<file path="config.mk">
export PLATFORM = sky130hd
export DESIGN_NAME = payload_router
export DESIGN_NICKNAME = d
export VERILOG_FILES = /design/src/rtl/router_pkg.sv /design/src/rtl/router_pick.sv /design/src/rtl/router_fsm.sv /design/src/rtl/router_hold.sv /design/src/rtl/payload_router.sv
export SDC_FILE = /design/constraint.sdc
export NUM_CORES = 1
export LEC_CHECK = 0
export CAP_MARGIN = 0
export CORE_AREA = 2 2 140 142
export CTS_CLUSTER_DIAMETER = 80
export CTS_CLUSTER_SIZE = 14
export DETAILED_ROUTE_END_ITERATION = 12
export DIE_AREA = 0 0 142 144
export PLACE_DENSITY = 0.75
export SYNTH_ARGS = -nofsm -noshare
export SYNTH_HDL_FRONTEND = slang
export SYNTH_HIERARCHICAL = 1
export SYNTH_SLANG_ARGS = --single-unit
</file>
<file path="constraint.sdc">
create_clock -name clk -period 1.77 [get_ports clk]
set_clock_uncertainty 0.05 [all_clocks]
set_input_delay 0.177 -clock clk [delete_from_list [all_inputs] [get_ports clk]]
set_output_delay 0.177 -clock clk [all_outputs]
set_load 0.02 [all_outputs]
</file>
<file path="src/rtl/router_pkg.sv">
// Shared types for the dual-channel payload router.
// Assumes a 3-bit state code that downstream packing logic decodes.
package router_pkg;

    // Router state; values are visible on the state output port.
    typedef enum logic [2:0] {
        ST_IDLE      = 3'd0,
        ST_TAKE_A    = 3'd1,
        ST_TAKE_B    = 3'd2,
        ST_TAKE_PAIR = 3'd3,
        ST_HOLD      = 3'd4
    } rt_state_e;

    // Read decision made in the idle state.
    typedef enum logic [1:0] {
        PICK_NONE,
        PICK_A,
        PICK_B,
        PICK_PAIR
    } pick_e;

    localparam int unsigned NUM_LANES = 2;

endpackage

</file>
<file path="src/rtl/router_pick.sv">
// Read decision logic.
// Chooses which FIFO(s) to pop in the idle state. A pair is taken only when both
// FIFOs hold data and the coding path is ready; a single channel is taken only
// when the other FIFO is empty and the plain path is ready. Channel A is tested
// before channel B. Purely combinational.
module router_pick
    import router_pkg::*;
(
    input  logic  idle,
    input  logic  a_empty,
    input  logic  b_empty,
    input  logic  plain_ready,
    input  logic  code_ready,
    output pick_e pick
);

    // Decide this cycle's read, stalling when the target path is not ready.
    always_comb begin
        pick = PICK_NONE;
        if (idle) begin
            if (!a_empty && !b_empty) begin
                if (code_ready) pick = PICK_PAIR;
            end else if (!a_empty) begin
                if (plain_ready) pick = PICK_A;
            end else if (!b_empty) begin
                if (plain_ready) pick = PICK_B;
            end
        end
    end

endmodule

</file>
<file path="src/rtl/router_fsm.sv">
// Router state register.
// Moves idle -> read -> hold -> idle; the read state lasts one cycle (FIFO
// read latency), the hold state lasts until the held word is written.
// Assumes a synchronous active-low reset.
module router_fsm
    import router_pkg::*;
(
    input  logic      clk,
    input  logic      rst_n,
    input  pick_e     pick,
    input  logic      word_taken,
    output rt_state_e state_q
);

    rt_state_e state_d;

    // Next-state selection.
    always_comb begin
        state_d = state_q;
        unique case (state_q)
            ST_IDLE: begin
                unique case (pick)
                    PICK_A:    state_d = ST_TAKE_A;
                    PICK_B:    state_d = ST_TAKE_B;
                    PICK_PAIR: state_d = ST_TAKE_PAIR;
                    default:   state_d = ST_IDLE;
                endcase
            end
            ST_TAKE_A, ST_TAKE_B, ST_TAKE_PAIR: state_d = ST_HOLD;
            ST_HOLD: if (word_taken) state_d = ST_IDLE;
            default: state_d = ST_IDLE;
        endcase
    end

    // State register with synchronous reset.
    always_ff @(posedge clk) begin
        if (!rst_n) state_q <= ST_IDLE;
        else        state_q <= state_d;
    end

endmodule

</file>
<file path="src/rtl/router_hold.sv">
// Holding register for the word(s) popped from the FIFOs.
// Captures one payload per lane when capture is high and keeps it until the
// next capture; also records whether the held content is a coded pair.
module router_hold
    import router_pkg::*;
#(
    parameter int unsigned DATA_W = 64
) (
    input  logic                                clk,
    input  logic                                rst_n,
    input  logic                                capture,
    input  logic                                capture_coded,
    input  logic [NUM_LANES-1:0][DATA_W-1:0]    lane_in,
    output logic [NUM_LANES-1:0][DATA_W-1:0]    lane_q,
    output logic                                coded_q
);

    // One payload register per lane.
    for (genvar i = 0; i < NUM_LANES; i++) begin : g_lane
        always_ff @(posedge clk) begin
            if (!rst_n)       lane_q[i] <= '0;
            else if (capture) lane_q[i] <= lane_in[i];
        end
    end

    // Coded/uncoded marker for the held content.
    always_ff @(posedge clk) begin
        if (!rst_n)       coded_q <= 1'b0;
        else if (capture) coded_q <= capture_coded;
    end

endmodule

</file>
<file path="src/rtl/payload_router.sv">
// Dual-channel payload router (top).
// Pops one FIFO for an uncoded word or both for a coded pair, holds the result
// and writes it to the plain or coded output once that path is ready.
// Assumes FIFOs with one cycle read latency and a synchronous active-low reset.
module payload_router
    import router_pkg::*;
#(
    parameter int unsigned DATA_W = 64,
    parameter int unsigned BUS_W  = 73
) (
    input  logic             clk,
    input  logic             rst_n,
    input  logic             a_empty,
    input  logic [DATA_W-1:0] a_rdata,
    output logic             a_rd_en,
    input  logic             b_empty,
    input  logic [DATA_W-1:0] b_rdata,
    output logic             b_rd_en,
    input  logic             plain_ready,
    output logic             plain_wr_en,
    output logic [BUS_W-1:0] plain_data,
    input  logic             code_ready,
    output logic             code_wr_en,
    output logic [BUS_W-1:0] code_data_a,
    output logic [BUS_W-1:0] code_data_b,
    output logic [2:0]       state
);

    localparam int unsigned PAD_W = BUS_W - DATA_W - 1;

    rt_state_e                           st;
    pick_e                               pick;
    logic                                held_coded;
    logic                                taken;
    logic                                capture;
    logic [NUM_LANES-1:0][DATA_W-1:0]    lane_in;
    logic [NUM_LANES-1:0][DATA_W-1:0]    lane_q;

    router_pick u_pick (
        .idle        (st == ST_IDLE),
        .a_empty     (a_empty),
        .b_empty     (b_empty),
        .plain_ready (plain_ready),
        .code_ready  (code_ready),
        .pick        (pick)
    );

    router_fsm u_fsm (
        .clk        (clk),
        .rst_n      (rst_n),
        .pick       (pick),
        .word_taken (taken),
        .state_q    (st)
    );

    // Route FIFO data into the hold lanes; lane 0 carries the single word.
    always_comb begin
        capture    = (st == ST_TAKE_A) || (st == ST_TAKE_B) || (st == ST_TAKE_PAIR);
        lane_in[0] = (st == ST_TAKE_B) ? b_rdata : a_rdata;
        lane_in[1] = b_rdata;
    end

    router_hold #(.DATA_W(DATA_W)) u_hold (
        .clk           (clk),
        .rst_n         (rst_n),
        .capture       (capture),
        .capture_coded (st == ST_TAKE_PAIR),
        .lane_in       (lane_in),
        .lane_q        (lane_q),
        .coded_q       (held_coded)
    );

    // Read enables, write strobes and tagged output buses.
    always_comb begin
        a_rd_en     = (pick == PICK_A) || (pick == PICK_PAIR);
        b_rd_en     = (pick == PICK_B) || (pick == PICK_PAIR);
        plain_wr_en = (st == ST_HOLD) && !held_coded && plain_ready;
        code_wr_en  = (st == ST_HOLD) &&  held_coded && code_ready;
        taken       = plain_wr_en || code_wr_en;
        plain_data  = {{PAD_W{1'b0}}, 1'b0, lane_q[0]};
        code_data_a = {{PAD_W{1'b0}}, 1'b1, lane_q[0]};
        code_data_b = {{PAD_W{1'b0}}, 1'b1, lane_q[1]};
        state       = st;
    end

endmodule

</file>
# Yosys cells after proc, flatten, opt, wreduce, memory -nomap -nowiden
# Index checks and enable logic that the tools add are counted.
[classes]
n_addsub = 0
n_mul = 0
div_mod_pow = 0
magnitude_cmp = 0
n_eq_ne = 8
shift = 0
mux = 11
bitwise = 0
reduce_logical = 15
[op_table]
columns = ["cell", "n"]
rows = [
  ["2-to-1 mux 64 bit", 1],
  ["2-to-1 mux 2 bit", 6],
  ["one-hot mux 3 bit (3 select lines)", 1],
  ["== test 3 x 2 -> 1 bit (second input constant)", 2],
  ["one-hot mux 2 bit (3 select lines)", 1],
  ["logical AND 1 bit", 5],
  ["logical OR 1 bit", 5],
  ["== test 2 bit (second input constant)", 2],
  ["== test 3 x 1 -> 1 bit (second input constant)", 1],
  ["== test 3 bit (second input constant)", 1],
  ["zero test 1 bit", 3],
  ["zero test 3 bit", 1],
  ["2-to-1 mux 3 bit", 1],
  ["OR reduction 3 bit", 1],
  ["== test 2 x 1 -> 1 bit (second input constant)", 1],
  ["inequality test 2 bit (second input constant)", 1],
  ["2-to-1 mux 1 bit", 1],
]
[totals]
ff_bits = 132
latchBits = 0
mem_bits_rw = 0
mem_bits_ro = 0
input_bits = 134
out_inout_bits = 226
elab_cells = 38
memories = 0

# Depth between registers and ports, before layout
# Gate-level depths: netlist of the first run.
[logic_depth]
word_depth = 8
ltp_mapped = 7
depth_no_buf = 4

# Modules after synthesis
# The synthesis of the first run kept the hierarchy.
[modules_own_cells]
columns = ["mod", "instances", "cells_each", "area_per_inst_um2", "seq_area_each_um2"]
rows = [
  ["router_hold", 1, 416, 4999.8, 2582.5],
  ["payload_router", 1, 177, 1841.8, 0.0],
  ["router_fsm", 1, 9, 106.4, 60.1],
  ["router_pick", 1, 4, 35.0, 0.0],
]

# Least setup slack after synthesis of the first run
# OpenSTA, ideal clock, no wires.
[synth_path]
path_type = "reg2reg"
start = "register u_fsm.state_q[1]"
end = "register u_hold/lane_q[61] (netlist bit)"
setup_time_ns = 0.116
arrival_ns = 1.566
t_required_ns = 1.604
setup_slack_ns = 0.038
stages_incl_launch_ff = 7
n_path_buf = 2
path_cell_list = "dfxtp_1 > nor3b_2 > buf_6 > buf_12 > mux2_4 > mux2i_1 > nor2b_1"
[synth_rtl]
columns = ["element", "line", "text"]
rows = [
  ["from (decl)", "router_fsm.sv:12", "output rt_state_e state_q"],
  ["from (signal assigned)", "router_fsm.sv:38", "else state_q <= state_d;"],
  ["to (signal, indexed assignment)", "router_hold.sv:22", "else if (capture) lane_q[i] <= lane_in[i];"],
  ["to (decl)", "router_hold.sv:14", "output logic [NUM_LANES-1:0][DATA_W-1:0] lane_q,"],
]

==> results of run 1 <==
-- flip-flops by register name (all words and copies together) (netlist names) --
register / flops
u_hold/coded_q: 1
u_fsm/state_q: 3
u_hold/lane_q: 128
-- cell families (layout without fill, tap and decap cells) --
family                 after synthesis  after routing  synth area share (%)
other                                2             27                 0.108
AND/OR/NAND/NOR                    145            145                  13.1
buffers and inverters              129            406                  16.3
multiplexers                       195            195                  32.3
flip-flops                         132            132                  37.8
AO/OA/AOI/OAI                        3              3                 0.287
-- metrics by stage --
step / setup TNS [ns] / hold slack, ns
after floorplan: 0 / 0.280
after global placement: -0.685 / 0.445
after detailed placement: -1.27 / 0.452
after CTS: -0.0280 / 0.170
after global routing: -3.07 / 0.194
final: -0.00238 / 0.184
-- area by class of cell --
type	count	share of cell area, %
Multi-Input combinational cell	370	31.1
Clock buffer	18	4.09
Tap cell	238	2.77
Sequential cell	132	24.6
Timing Repair Buffer	376	36.2
Clock inverter	12	1.23
-- timing repair --
action                                  CTS  global route
pin swaps                                 0             1
cloned                                    0             4
buffers inserted                          3             3
endpoints found under the setup margin   38            69
gates resized for setup                  23            18
-- synth_stat cells (2+ instances only) --
| cell | count | area [sq um] |
|---|---|---|
| and2_1 | 2 | 12.5 |
| buf_12 | 17 | 340 |
| buf_4 | 93 | 698 |
| buf_8 | 2 | 30.0 |
| clkbuf_1 | 15 | 56.3 |
| conb_1 | 2 | 7.51 |
| dfxtp_1 | 132 | 2640 |
| mux2_2 | 4 | 45.0 |
| mux2_4 | 60 | 901 |
| mux2i_1 | 131 | 1310 |
| nor2_1 | 4 | 15.0 |
| nor2b_1 | 129 | 807 |
| nor3b_1 | 2 | 15.0 |
-- layer usage --
layer	part of all wire, %	global-route usage (%)	routed length, um
met1	43	19.9	7640
met5	0	0	0
met2	50	28.0	8860
met3	6.0	4.37	1070
met4	1.5	5.42	266
-- critical path, stage by stage (launching register included) --
cell	delay (ns)
dfxtp_2	0.33
buf_6	0.12
nor3b_4	0.21
buf_6	0.15
buf_12	0.13
buf_12	0.13
mux2_4	0.30
mux2i_2	0.16
nor2b_1	0.07
-- worst max path at each step --
stage          slack, ns                        endpoint                           from  cells past startpoint
5_1_grt            -0.09  u_hold/lane_q[63]$_SDFFE_PN0P_  u_fsm/state_q[1]$_SDFFE_PN0P_                      6
6_report          -0.002  u_hold/lane_q[45]$_SDFFE_PN0P_  u_fsm/state_q[0]$_SDFFE_PN0P_                      8
2_1_floorplan       0.04  u_hold/lane_q[61]$_SDFFE_PN0P_  u_fsm/state_q[1]$_SDFFE_PN0P_                      6
3_5_place_dp       -0.24                         b_rd_en                        a_empty                      4
3_3_place_gp       -0.18                         b_rd_en                        a_empty                      4
4_1_cts            -0.02  u_hold/lane_q[43]$_SDFFE_PN0P_  u_fsm/state_q[0]$_SDFFE_PN0P_                      7
-- power by group --
part	internal [W]	leakage [nW]	total [W]	switching [W]
clock network	0.00210	0.274	0.00342	0.00132
registers	0.00321	1.07	0.00337	0.000164
logic	0.00160	2.58	0.00283	0.00123
total	0.00690	3.93	0.00962	0.00272
==> results.cfg, run 1 <==
[sta]
rsz0062_at_grt = yes
slew_headroom_pct = 64.3
clock.fmax_ghz = 0.564
hold_violations = 0
worstMarginPinSlew_ns = 0.536
period_minus_slack_ns = 1.77
slew_violations = 0
fin_crit_sh_pct = 100
setup_viol = 2
fin_ws_ns = -0.00216

[cts]
path_clk_slew_ns = 0.06
clockRootBuffer = clkbuf_16
holdBufCountCts = 0
cts_buffer_depth = 2
h-tree-depth = 4
cts_tree = built
cts_inserted_buffers = 17
clkLatencyLatePin_ns = 0.40
cts.sink_count = 132

[run]
cap_violations = 0

[floorplan]
fp.coreArea_sq_um = 19100
die-area_sq_um = 20400
start_util_pct = 36.6
fp-row-count = 51
die_w_um = 142
die_h_um = 144
boundaryPins = 360

[power_and_ir_drop]
peakVddDrop_mv = 0.617
power_density_nw_per_um2 = 895
p_leak_nw = 3.93
power_w = 0.00962

[synth]
synthCells = 606
synth_sequential_area_ratio_pct = 37.8
post_synth.cell_area_avg_sq_um = 11.5
async_reset_ff_share_pct = 0
ys.warnings.count = 6
netlist_area_sq_um = 6980
synth_flop_cell = dfxtp_1
synth-edff-count = 0
ys_ff_latch = 132
synth.distinct_cells = 26

[placed_design]
hpwl_um = 13100
dpl.cell_count = 1107
port_buffers = 332
place_area_sq_um = 9980
pre_cts_slack_ns = -0.245
gp_congestion = 0.758

[route]
vias_per_cell = 4.37
drc = 0
routed_wl_um = 17800
drt-wirelength-per-cell_um = 15.6
ant_nets = 0
drt_iter0_drc = 122
dr.pass1.iters = 4
vias = 5004

[layout]
final-seq-area_sq_um = 2650
final_layout_size_suffix_gt1_share_pct = 17.1
utilization_pct = 56.3
multiInputGateArea_sq_um = 3340
area_growth_pct = 53.9
stdcell_area_sq_um = 10700
mostFrequentLayoutCells = clkdlybuf4s50_1 (327), dfxtp_1 (130), nor2b_1 (129)
fin_nets = 1031
nFillCells = 1685
final_common_cell = clkdlybuf4s50_1
antenna_cells = 0
finalNonFillerCells = 1146

[grt]
antenna_found_initial = 0
grt_pass1_vias = 4817
grt_start_max_net_pins = 66
grt_pass1_wl_um = 26000
grt_overflow = 0
grtUsageTotal_pct = 16.4

[critical_path]
endpoint_kind = flip-flop
worst_r2r_path_depth = 8
timing.rr.start = u_fsm/state_q[0]$_SDFFE_PN0P_
cp-start-kind = flip-flop
worstPathMaxFanout = 6
r2r-end = u_hold/lane_q[45]$_SDFFE_PN0P_
critPathArrivalTime_ns = 2.01
crit_required_ns = 2.01
reg2reg_slack_ns = -0.002
critical_path_class = reg2reg

[hold_path]
min_path_cells = 3
min_path_type = in2reg
min_from = rst_n
min_to = u_fsm/state_q[0]$_SDFFE_PN0P_

[outcome]
status = finished with violations
violations = negative setup slack
Note: power is estimated with default switching activity, not from simulation.
==> run 2, diff against run 1 <==
--- a/config.mk
+++ b/config.mk
@@ -5,14 +5,14 @@
 export SDC_FILE = /design/constraint.sdc
 export NUM_CORES = 1
 export LEC_CHECK = 0
+export ABC_AREA = 1
 export CAP_MARGIN = 0
-export CORE_AREA = 2 2 140 142
+export CORE_AREA = 2 2 139 141
 export CTS_CLUSTER_DIAMETER = 80
 export CTS_CLUSTER_SIZE = 14
 export DETAILED_ROUTE_END_ITERATION = 12
-export DIE_AREA = 0 0 142 144
-export PLACE_DENSITY = 0.75
+export DIE_AREA = 0 0 141 143
+export PLACE_DENSITY = 0.73
 export SYNTH_ARGS = -nofsm -noshare
 export SYNTH_HDL_FRONTEND = slang
-export SYNTH_HIERARCHICAL = 1
 export SYNTH_SLANG_ARGS = --single-unit
==> run 2 against run 1 <==
Effect of this change:
- the run now ends clean
- maximum frequency up 4.4%
- global-route usage up 3.0 points
- total power up 7.4%
- critical path depth down 7
- via count up 28%
- sequential share of layout area up 1.9 points
- final cell count up 24%
- synthesized cell count up 52%
- clock power up 16%
- critical endpoint is now plain_data[35]
- highest routed layer unchanged
==> results.cfg, run 2 <==
[floorplan]
boundaryPins = 360
die_w_um = 141
start_util_pct = 34.2
die_h_um = 143
die-area_sq_um = 20200
fp.coreArea_sq_um = 18600
fp-row-count = 50

[hold_path]
min_path_cells = 3
min_path_type = in2reg

[sta]
finalSetupTns_ns = 0
whs_ns = 0.166
slew_violations = 0
fin_crit_sh_pct = 95.9
fin_ws_ns = 0.0730
clock.fmax_ghz = 0.589
period_minus_slack_ns = 1.70
setup_viol = 0
rsz0062_at_grt = no
hold_violations = 0

[power_and_ir_drop]
p_leak_nw = 4.41
power_density_nw_per_um2 = 1040
peakVddDrop_mv = 0.627

[route]
dr.pass1.iters = 6
vias = 6392
drt_iter0_drc = 343
ant_nets = 0
routed_wl_um = 20000
drt-wirelength-per-cell_um = 14.1
drc = 0
vias_per_cell = 4.51

[outcome]
status = completed

[critical_path]
crit_required_ns = 1.54
worstPathMaxFanout = 3
path_depth = 1
worst_r2r_path_depth = 6
path_buf_inv = 1
cpMaxStageDelayCell = clkdlybuf4s50_1
crit_chain = clkdlybuf4s50_1
cp_top_family = buffers and inverters
critical-path-max-stage-delay_ns = 0.65
cp-start-kind = flip-flop
endpoint_kind = output pin
critical_path_class = reg2out
critPathArrivalTime_ns = 1.47

[layout]
final_layout_size_suffix_gt1_share_pct = 4.82
finalNonFillerCells = 1416
mostFrequentLayoutCells = clkdlybuf4s50_1 (325), nor2_1 (177), inv_1 (134)
reg_top3 = u_hold.lane_q (128), u_fsm.state_q (3), u_hold.coded_q (1)
final_common_cell = clkdlybuf4s50_1
area_growth_pct = 56.6
nFillCells = 1801
antenna_cells = 0
fin_nets = 1303
stdcell_area_sq_um = 9960
regMostFlops = u_hold.lane_q
largest_reg_flops = 128

[synth]
synth_flop_cell = dfxtp_1
yosys-top-cells-area = dfxtp_1 (42%), buf_4 (12%), nor2_1 (11%)
synthCells = 924
synth_top_cell_by_area = dfxtp_1
synth_top_cell_area_share_pct = 41.5
ys_ff_latch = 132
yosys-top-cells-count = nor2_1 (178), inv_1 (134), dfxtp_1 (132), buf_4 (100), nand2_1 (98)
netlist_area_sq_um = 6360
ys.warnings.count = 0
synth_sequential_area_ratio_pct = 41.5
async_reset_ff_share_pct = 0
post_synth.cell_area_avg_sq_um = 6.89
synth.distinct_cells = 19
synthMostInstantiatedCell = nor2_1
synth-edff-count = 0

[grt]
antenna_found_initial = 0
grt_pass1_vias = 5882
grt.busiest_layer = met2
grt_overflow = 0
grtUsageMet2_pct = 32.7
grtUsageTotal_pct = 19.3
grt_pass1_wl_um = 31000
grt_use_met1_pct = 23.8
gr-usage-met3_pct = 4.93
grt_start_max_net_pins = 83

[placed_design]
hpwl_um = 14100
gp_congestion = 0.925
pre_cts_slack_ns = -0.0290
dpl.cell_count = 1384
place_area_sq_um = 9320
port_buffers = 332

[run]
cap_violations = 0

[cts]
h-tree-depth = 4
clockRootBuffer = clkbuf_16
path_clk_slew_ns = 0.06
cts_tree = built
clkLatencyLatePin_ns = 0.41
cts_buffer_depth = 2
post_cts_buffers = 0
cts.sink_count = 132
cts_inserted_buffers = 17
-- run 2: changes by cell type in the layout (fill, tap and decap cells not counted), sizes merged, moves of 3 or more --
cell / change
nor2: +177
inv: +133
mux2i: -131
nor2b: -129
nand2: +98
o21ai: +96
nand3: +73
mux2: -64
a21oi: +57
buf: -28
bufinv: +3
nor3b: -3
-- run 2: timing repair --
action                                  4_1_cts  5_1_grt
endpoints found under the setup margin        6        5
pin swaps                                     0        1
hold buffers                                  0        0
gates resized for setup                      14        7
-- run 2: final timing paths --
check / slack [ns] / end / startpoint
max: 0.07 / plain_data[35] / u_hold.lane_q[35]$_SDFFE_PN0P_
min reg2reg: 0.43 / u_hold.lane_q[66]$_SDFFE_PN0P_ / u_hold.lane_q[66]$_SDFFE_PN0P_
max reg2reg: 0.27 / u_hold.lane_q[29]$_SDFFE_PN0P_ / u_fsm.state_q[2]$_SDFFE_PN0P_
min: 0.17 / u_hold.lane_q[117]$_SDFFE_PN0P_ / rst_n
-- run 2: area by class of cell --
cell class / instances / area [sq um] / share of cell area [%]
repair buffers: 346 / 3520 / 35.3
well taps: 234 / 293 / 2.94
clock inverters: 11 / 200 / 2.01
flip-flops and latches: 132 / 2640 / 26.5
clock buffers: 21 / 460 / 4.62
multi-input cells: 537 / 2340 / 23.5
inverters: 135 / 507 / 5.09
-- run 2: metrics by stage --
step                      util [%]  total power, W
after detailed placement      50.1         0.00642
final                         53.6          0.0103
after CTS                     53.6          0.0104
after global placement        50.1         0.00639
after global routing          53.6          0.0108
after floorplan                  -         0.00521
-- run 2: power breakdown --
group	internal [W]	total, W	switching (W)
logic	0.00134	0.00285	0.00151
registers	0.00329	0.00350	0.000214
clock network	0.00259	0.00398	0.00139
-- run 2: metal layers --
metal | part of all wire, % | routed length, um | up-vias
met5 | 0 | 0 | -
met4 | 2.0 | 398 | 0
met3 | 6.6 | 1320 | 27
met2 | 50 | 10000 | 230
met1 | 42 | 8310 | 2919
li1 | - | - | 3216
-- run 2: cells by family after synthesis --
kind of cell / share of synthesized area [%]
compound gates: 12.1
buf+inv: 23.4
flops: 41.5
other cells: 0.118
simple gates: 22.8
